`config.mk`:
```
export PLATFORM = sky130hd
export DESIGN_NAME = flash_status_gen
export DESIGN_NICKNAME = d
export VERILOG_FILES = /design/src/rtl/flash_status_gen.sv
export SDC_FILE = /design/constraint.sdc
export NUM_CORES = 1
export LEC_CHECK = 0
export ABC_AREA = 0
export BUFFER_PORTS_ARGS = -buffer_cell sky130_fd_sc_hd__clkbuf_2
export CELL_PAD_IN_SITES_DETAIL_PLACEMENT = 0
export CELL_PAD_IN_SITES_GLOBAL_PLACEMENT = 1
export CORE_MARGIN = 2
export CORE_UTILIZATION = 41
export CTS_BUF_LIST = sky130_fd_sc_hd__clkbuf_8
export DETAILED_ROUTE_END_ITERATION = 12
export PLACE_DENSITY_LB_ADDON = 0.25
export SYNTH_ARGS = -nofsm -noshare
export SYNTH_HDL_FRONTEND = slang
export SYNTH_SLANG_ARGS = --single-unit
export TNS_END_PERCENT = 1
```
`constraint.sdc`:
```
create_clock -name clk -period 3.1 [get_ports clk]
set_input_delay 0.62 -clock clk [delete_from_list [all_inputs] [get_ports clk]]
set_output_delay 0.62 -clock clk [all_outputs]
set_load 0.02 [all_outputs]
```
`src/rtl/flash_status_gen.sv`:
```
module flash_status_gen #(
  parameter int DW       = 8,
  parameter int SETTLE   = 50,
  parameter bit TOG_INIT = 1'b0
) (
  input  logic          clk,
  input  logic          rst_n,
  input  logic          busy,
  input  logic          op_erase,
  input  logic [DW-1:0] prog_data,
  input  logic [DW-1:0] array_data,
  input  logic          rd_stb,
  output logic [DW-1:0] rd_data
);
  localparam int CW = $clog2(SETTLE + 1);

  logic          busy_q, era_q, pd_q, tog;
  logic [CW-1:0] cnt;
  logic [DW-1:0] nxt;

  wire start    = busy & ~busy_q;
  wire fall     = ~busy & busy_q;
  wire era_e    = start ? op_erase : era_q;
  wire pd_e     = start ? prog_data[DW-1] : pd_q;
  wire tog_b    = start ? TOG_INIT : tog;
  wire settling = fall | (cnt != '0);

  always_comb begin
    if (busy)          nxt = {~era_e & ~pd_e, ~tog_b, {(DW-2){1'b0}}};
    else if (settling) nxt = {array_data[DW-1], tog, {(DW-2){1'b0}}};
    else               nxt = array_data;
  end

  always_ff @(posedge clk or negedge rst_n) begin
    if (!rst_n) begin
      busy_q  <= 1'b0;
      era_q   <= 1'b0;
      pd_q    <= 1'b0;
      tog     <= TOG_INIT;
      cnt     <= '0;
      rd_data <= '0;
    end else begin
      busy_q <= busy;
      if (start) begin
        era_q <= op_erase;
        pd_q  <= prog_data[DW-1];
      end
      if (busy && rd_stb) tog <= ~tog_b;
      else if (start)     tog <= TOG_INIT;
      if (busy)              cnt <= '0;
      else if (fall)         cnt <= CW'(SETTLE);
      else if (cnt != '0)    cnt <= cnt - 1'b1;
      if (rd_stb) rd_data <= nxt;
    end
  end
endmodule


```
Word level (Yosys, flattened, before mapping) --
Index checks and enable logic that the tools add are counted.
Operators by class: $add $sub $neg 1, mux-type cells 9, bitwise logic cells 9, reductions and logical operators 3
Operators with widths (number):
- 6-bit 2-to-1 mux | 3
- 8-bit 2-to-1 mux | 1
- 7-bit 2-to-1 mux | 1
- 6-bit nonzero test | 1
- 6-bit by 1-bit subtractor with 6-bit output, second input constant | 1
- 1-bit inverter | 5
- 1-bit 2-to-1 mux | 4
- 1-bit bitwise AND | 3
- 3-bit nonzero test | 1
- 1-bit logical AND | 1
- 1-bit OR | 1
Word-level totals: bits in registers 18, bits of input ports 21, output and inout port bits 8, word-level logic and storage cells 28

Logic depth before layout (Yosys ltp) --
depth in word-level cells 6, gate-level depth with buffers 6

Least setup slack after synthesis --
No wires, ideal clock.
kind input port to flip-flop, start in busy, end reg rd_data[7], arrival time 1622 ps, path slack 1413 ps, stages 5, path buffers 1, cell sequence buf_2 -> nor2b_1 -> mux2_2 -> nor3_1 -> o22a_1
Between the ends: longest elaborated chain between the ends 5
RTL lines:
- start: declaration | line 8 | input logic busy,
- 1-bit bitwise AND | line 21 | wire start = busy & ~busy_q;
- 1-bit 2-to-1 mux
- net era_e | line 23 | wire era_e = start ? op_erase : era_q;
- 1-bit inverter | line 29 | if (busy) nxt = {~era_e & ~pd_e, ~tog_b, {(DW-2){1'b0}}};
- 1-bit bitwise AND | line 29
- 8-bit 2-to-1 mux | line 29
- end signal: assignment | line 53 | if (rd_stb) rd_data <= nxt;
- end: declaration | line 13 | output logic [DW-1:0] rd_data
The timed path passes the listed nets, and every way through them passes these cells. A chain may end at the register's enable or synchronous reset.

Final worst setup path --
start reg cnt[3], end reg rd_data[6]
Between the ends: longest elaborated chain between the ends 4
RTL lines:
- start: declaration | line 18 | logic [CW-1:0] cnt;
- start signal: assignment | line 51 | else if (fall) cnt <= CW'(SETTLE);
- start signal: assignment | line 52 | else if (cnt != '0) cnt <= cnt - 1'b1;
- 6-bit nonzero test | line 26 | wire settling = fall | (cnt != '0);
- 1-bit OR | line 26
- 7-bit 2-to-1 mux | line 30 | else if (settling) nxt = {array_data[DW-1], tog, {(DW-2){1'b0}}};
- 8-bit 2-to-1 mux | line 29
No other way between the ends.

==> results.toml <==
[outcome]
run_status = "finished, final reports clean"

[pwr]
clkPwrFrac_pct = 28.6
swShare_pct = 29.4
p_int_w = 0.000399
power_frac_comb_pct = 22.9
seq_power_share_pct = 48.5
finalPower_w = 0.000565
powerDensity_nw_per_um2 = 541
switchingPower_w = 0.000166
power.leakage_nw = 0.485
ir_drop_mv = 0.284

[cts]
ctsResizeCount = 0
clk_pin_slew_ns = 0.07
cts_root_buf = "clkbuf_8"
clock-sinks = 18
cts_tree = "built"
cts-buffers-inserted = 3
clock_latency_ns = 0.25
post-cts-setup-buffers = 0
cts_htree_levels = 1
postCtsHoldBufs = 0
clockBufferDepth = 2

[layout]
fin_nets = 133
finalCoreUtilization_pct = 52.2
syn2layout_area_growth_pct = 17.1
antenna_cells = 0
drive_above_1_share_pct = 26.9

[floorplan]
die_x_um = 50.6
rows = 16
die_h_um = 50.6
pin_count = 29
dieArea_um2 = 2560
core_area_um2 = 2000
initial_core_util_pct = 44.6

[sta]
finalCriticalPeriod_ns = 1.69
rsz0062_at_grt = "false"
tightestPinTransition_ns = 0.460
final.setup_skew_ns = 0.00526
report.final.hold_viol_count = 0
setup_viol = 0
min_period_over_period_pct = 54.6
slew_viol_final = 0
fin_setup_tns_ns = 0
max_freq_ghz = 0.590
relSlewSlack_pct = 69.3

[yosys]
yosys_warnings = 0
synth_seq_cells = 18
synth_edf_count = 0
seq_area_frac_synth_pct = 50.5
synth_area_um2 = 892
postSynthNetCount = 112
synth-async-reset-ratio_pct = 100
synthCells = 89
avgSynthCellArea_um2 = 10.0
synth_ff_type = "dfrtp_1"
yosys.cell_types.count = 31

[worst_setup_path]
worst_setup_path_end_kind = "flop"
path_class = "flop to flop"
slowest_stage = "or3_1"
start_kind = "flop"
required_ns = 3.23
critPathMaxStageDelay_ns = 0.54
path_max_fanout = 7
worstSetupStartpoint = "cnt[3]"
crit_chain = "or3_1 > a211oi_4 > mux2i_1 > o221ai_2"
crit-reg2reg-launch = "cnt[3]"
arrival_ns = 1.82

[placement]
gp_congestion = 0.773
portBuffers = 21
dp_hpwl_mm = 1.22

[global_routing]
grt_use_total_pct = 15.3
antenna_found_initial = 0
grt_pass1_wl_mm = 2.91
grt_pass1_vias = 661
grt_start_max_net_pins = 19
grt_overflow = 0

[routing]
drc = 0
avgRoutedWirePerCell_um = 12.2
drtIter0Drc = 8
ant_nets = 0
via_count = 680
via_per_inst = 5.04
drt-total-wl_mm = 1.64
firstDrtPassIters = 4

[run]
maxCapViolations = 0

[hold_path]
worstHoldPathType = "input pin to asynchronous set/reset pin"
-- power by group through the flow --
| stage | clock network (W) | logic (W) | registers (W) |
|---|---|---|---|
| after floorplan | 0 | 0.0000989 | 0.000282 |
| after global placement | 0 | 0.000128 | 0.000277 |
| after detailed placement | 0 | 0.000131 | 0.000279 |
| after CTS | 0.000167 | 0.000131 | 0.000274 |
| after global routing | 0.000178 | 0.000147 | 0.000278 |
| final | 0.000161 | 0.000129 | 0.000274 |
-- kinds of logic after synthesis --
group / Yosys count / synth area share, %
AND/OR/NAND/NOR: 30 / 17.0
flip-flops: 18 / 50.5
AO/OA/AOI/OAI: 16 / 14.0
buffers and inverters: 16 / 7.71
multiplexers: 5 / 6.03
XOR/XNOR: 2 / 1.96
adder cells (fa/ha/maj): 2 / 2.80
-- synthesized netlist by cell type (2+ instances only) --
| cell type | number | area (um2) |
|---|---|---|
| dfrtp_1 | 18 | 450 |
| inv_1 | 11 | 41.3 |
| nand2_1 | 10 | 37.5 |
| nor3_1 | 10 | 50.1 |
| o22ai_1 | 6 | 37.5 |
| o21ai_0 | 3 | 15.0 |
| clkbuf_1 | 2 | 7.51 |
| ha_1 | 2 | 25.0 |
| mux2_2 | 2 | 22.5 |
| mux2i_1 | 2 | 20.0 |
| nor2_1 | 2 | 7.51 |
| nor2b_1 | 2 | 12.5 |
-- final cells by class --
cell class / count / area (um2)
repair buffers: 21 / 105
well taps: 27 / 33.8
fillers: 199 / 957
clock buffers: 3 / 41.3
multi-input cells: 55 / 373
flip-flops and latches: 18 / 450
inverters: 11 / 41.3
-- worst max-delay path, delay by kind of cell (launching register included) --
kind	cells	cell delay [ns]
flip-flops	1	0.41
AO/OA/AOI/OAI	2	0.37
multiplexers	1	0.24
AND/OR/NAND/NOR	1	0.54
-- sequential cells by signal, summed over array words and instances, names as in the netlist --
register / count
pd_q: 1
busy_q: 1
era_q: 1
tog: 1
rd_data: 8
cnt: 6
-- per-stage QoR --
stage / cells / instance area (um2) / worst slack (ns) / hold WS, ns
floorplan: 89 / 892 / 1.41 / 0.324
global route: 135 / 1040 / 1.32 / 0.339
finish: 135 / 1040 / 1.41 / 0.298
detailed placement: 132 / 1000 / 1.24 / 0.493
CTS: 135 / 1040 / 1.40 / 0.319
global placement: 132 / 1000 / 1.28 / 0.474
-- placed cells by master (no fill, tap or decap) --
| cell type | netlist | layout |
|---|---|---|
| mux2i_1 | 2 | 2 |
| inv_1 | 11 | 11 |
| o31a_1 | 1 | 1 |
| o22ai_1 | 6 | 6 |
| dfrtp_1 | 18 | 18 |
| mux2_1 | 1 | 1 |
| nand2b_1 | 1 | 1 |
| nand3_1 | 1 | 1 |
| mux2_2 | 2 | 2 |
| o22a_1 | 1 | 1 |
| or3_1 | 1 | 1 |
| nor4b_1 | 1 | 1 |
| clkbuf_8 | 0 | 3 |
| clkbuf_2 | 0 | 21 |
| nor4_1 | 1 | 1 |
| o21ai_0 | 3 | 3 |
| xnor2_1 | 1 | 1 |
| nand2_1 | 10 | 10 |
| o21a_1 | 1 | 1 |
| nor3_1 | 10 | 10 |
| o21ai_1 | 1 | 1 |
| nor2_4 | 1 | 1 |
| a211oi_4 | 1 | 1 |
| nor2_1 | 2 | 2 |
| xor2_1 | 1 | 1 |
| o221ai_2 | 1 | 1 |
| a21boi_0 | 1 | 1 |
| ha_1 | 2 | 2 |
| nor2b_1 | 2 | 2 |
-- layer usage --
layer | routed length, um | part of all wire [%] | global-route usage (%) | up-vias
li1 | - | - | - | 340
met2 | 784 | 48 | 24.8 | 18
met1 | 745 | 45 | 19.4 | 318
met4 | 29 | 1.8 | 8.11 | 0
met5 | 0 | 0 | 0 | -
met3 | 83 | 5.1 | 2.68 | 4
-- worst paths after layout --
path                            depth (start not counted)  slack, ns         end
worst max-delay path                                    4       1.41  rd_data[6]
worst min-delay path                                    1       0.30  rd_data[5]
worst max register to register                          4       1.41  rd_data[6]
worst min register to register                          1       0.50        pd_q
max in group asynchronous                               1       2.49      cnt[4]
min in group clk                                        1       0.50        pd_q
Power figures use the tool's default switching activity.
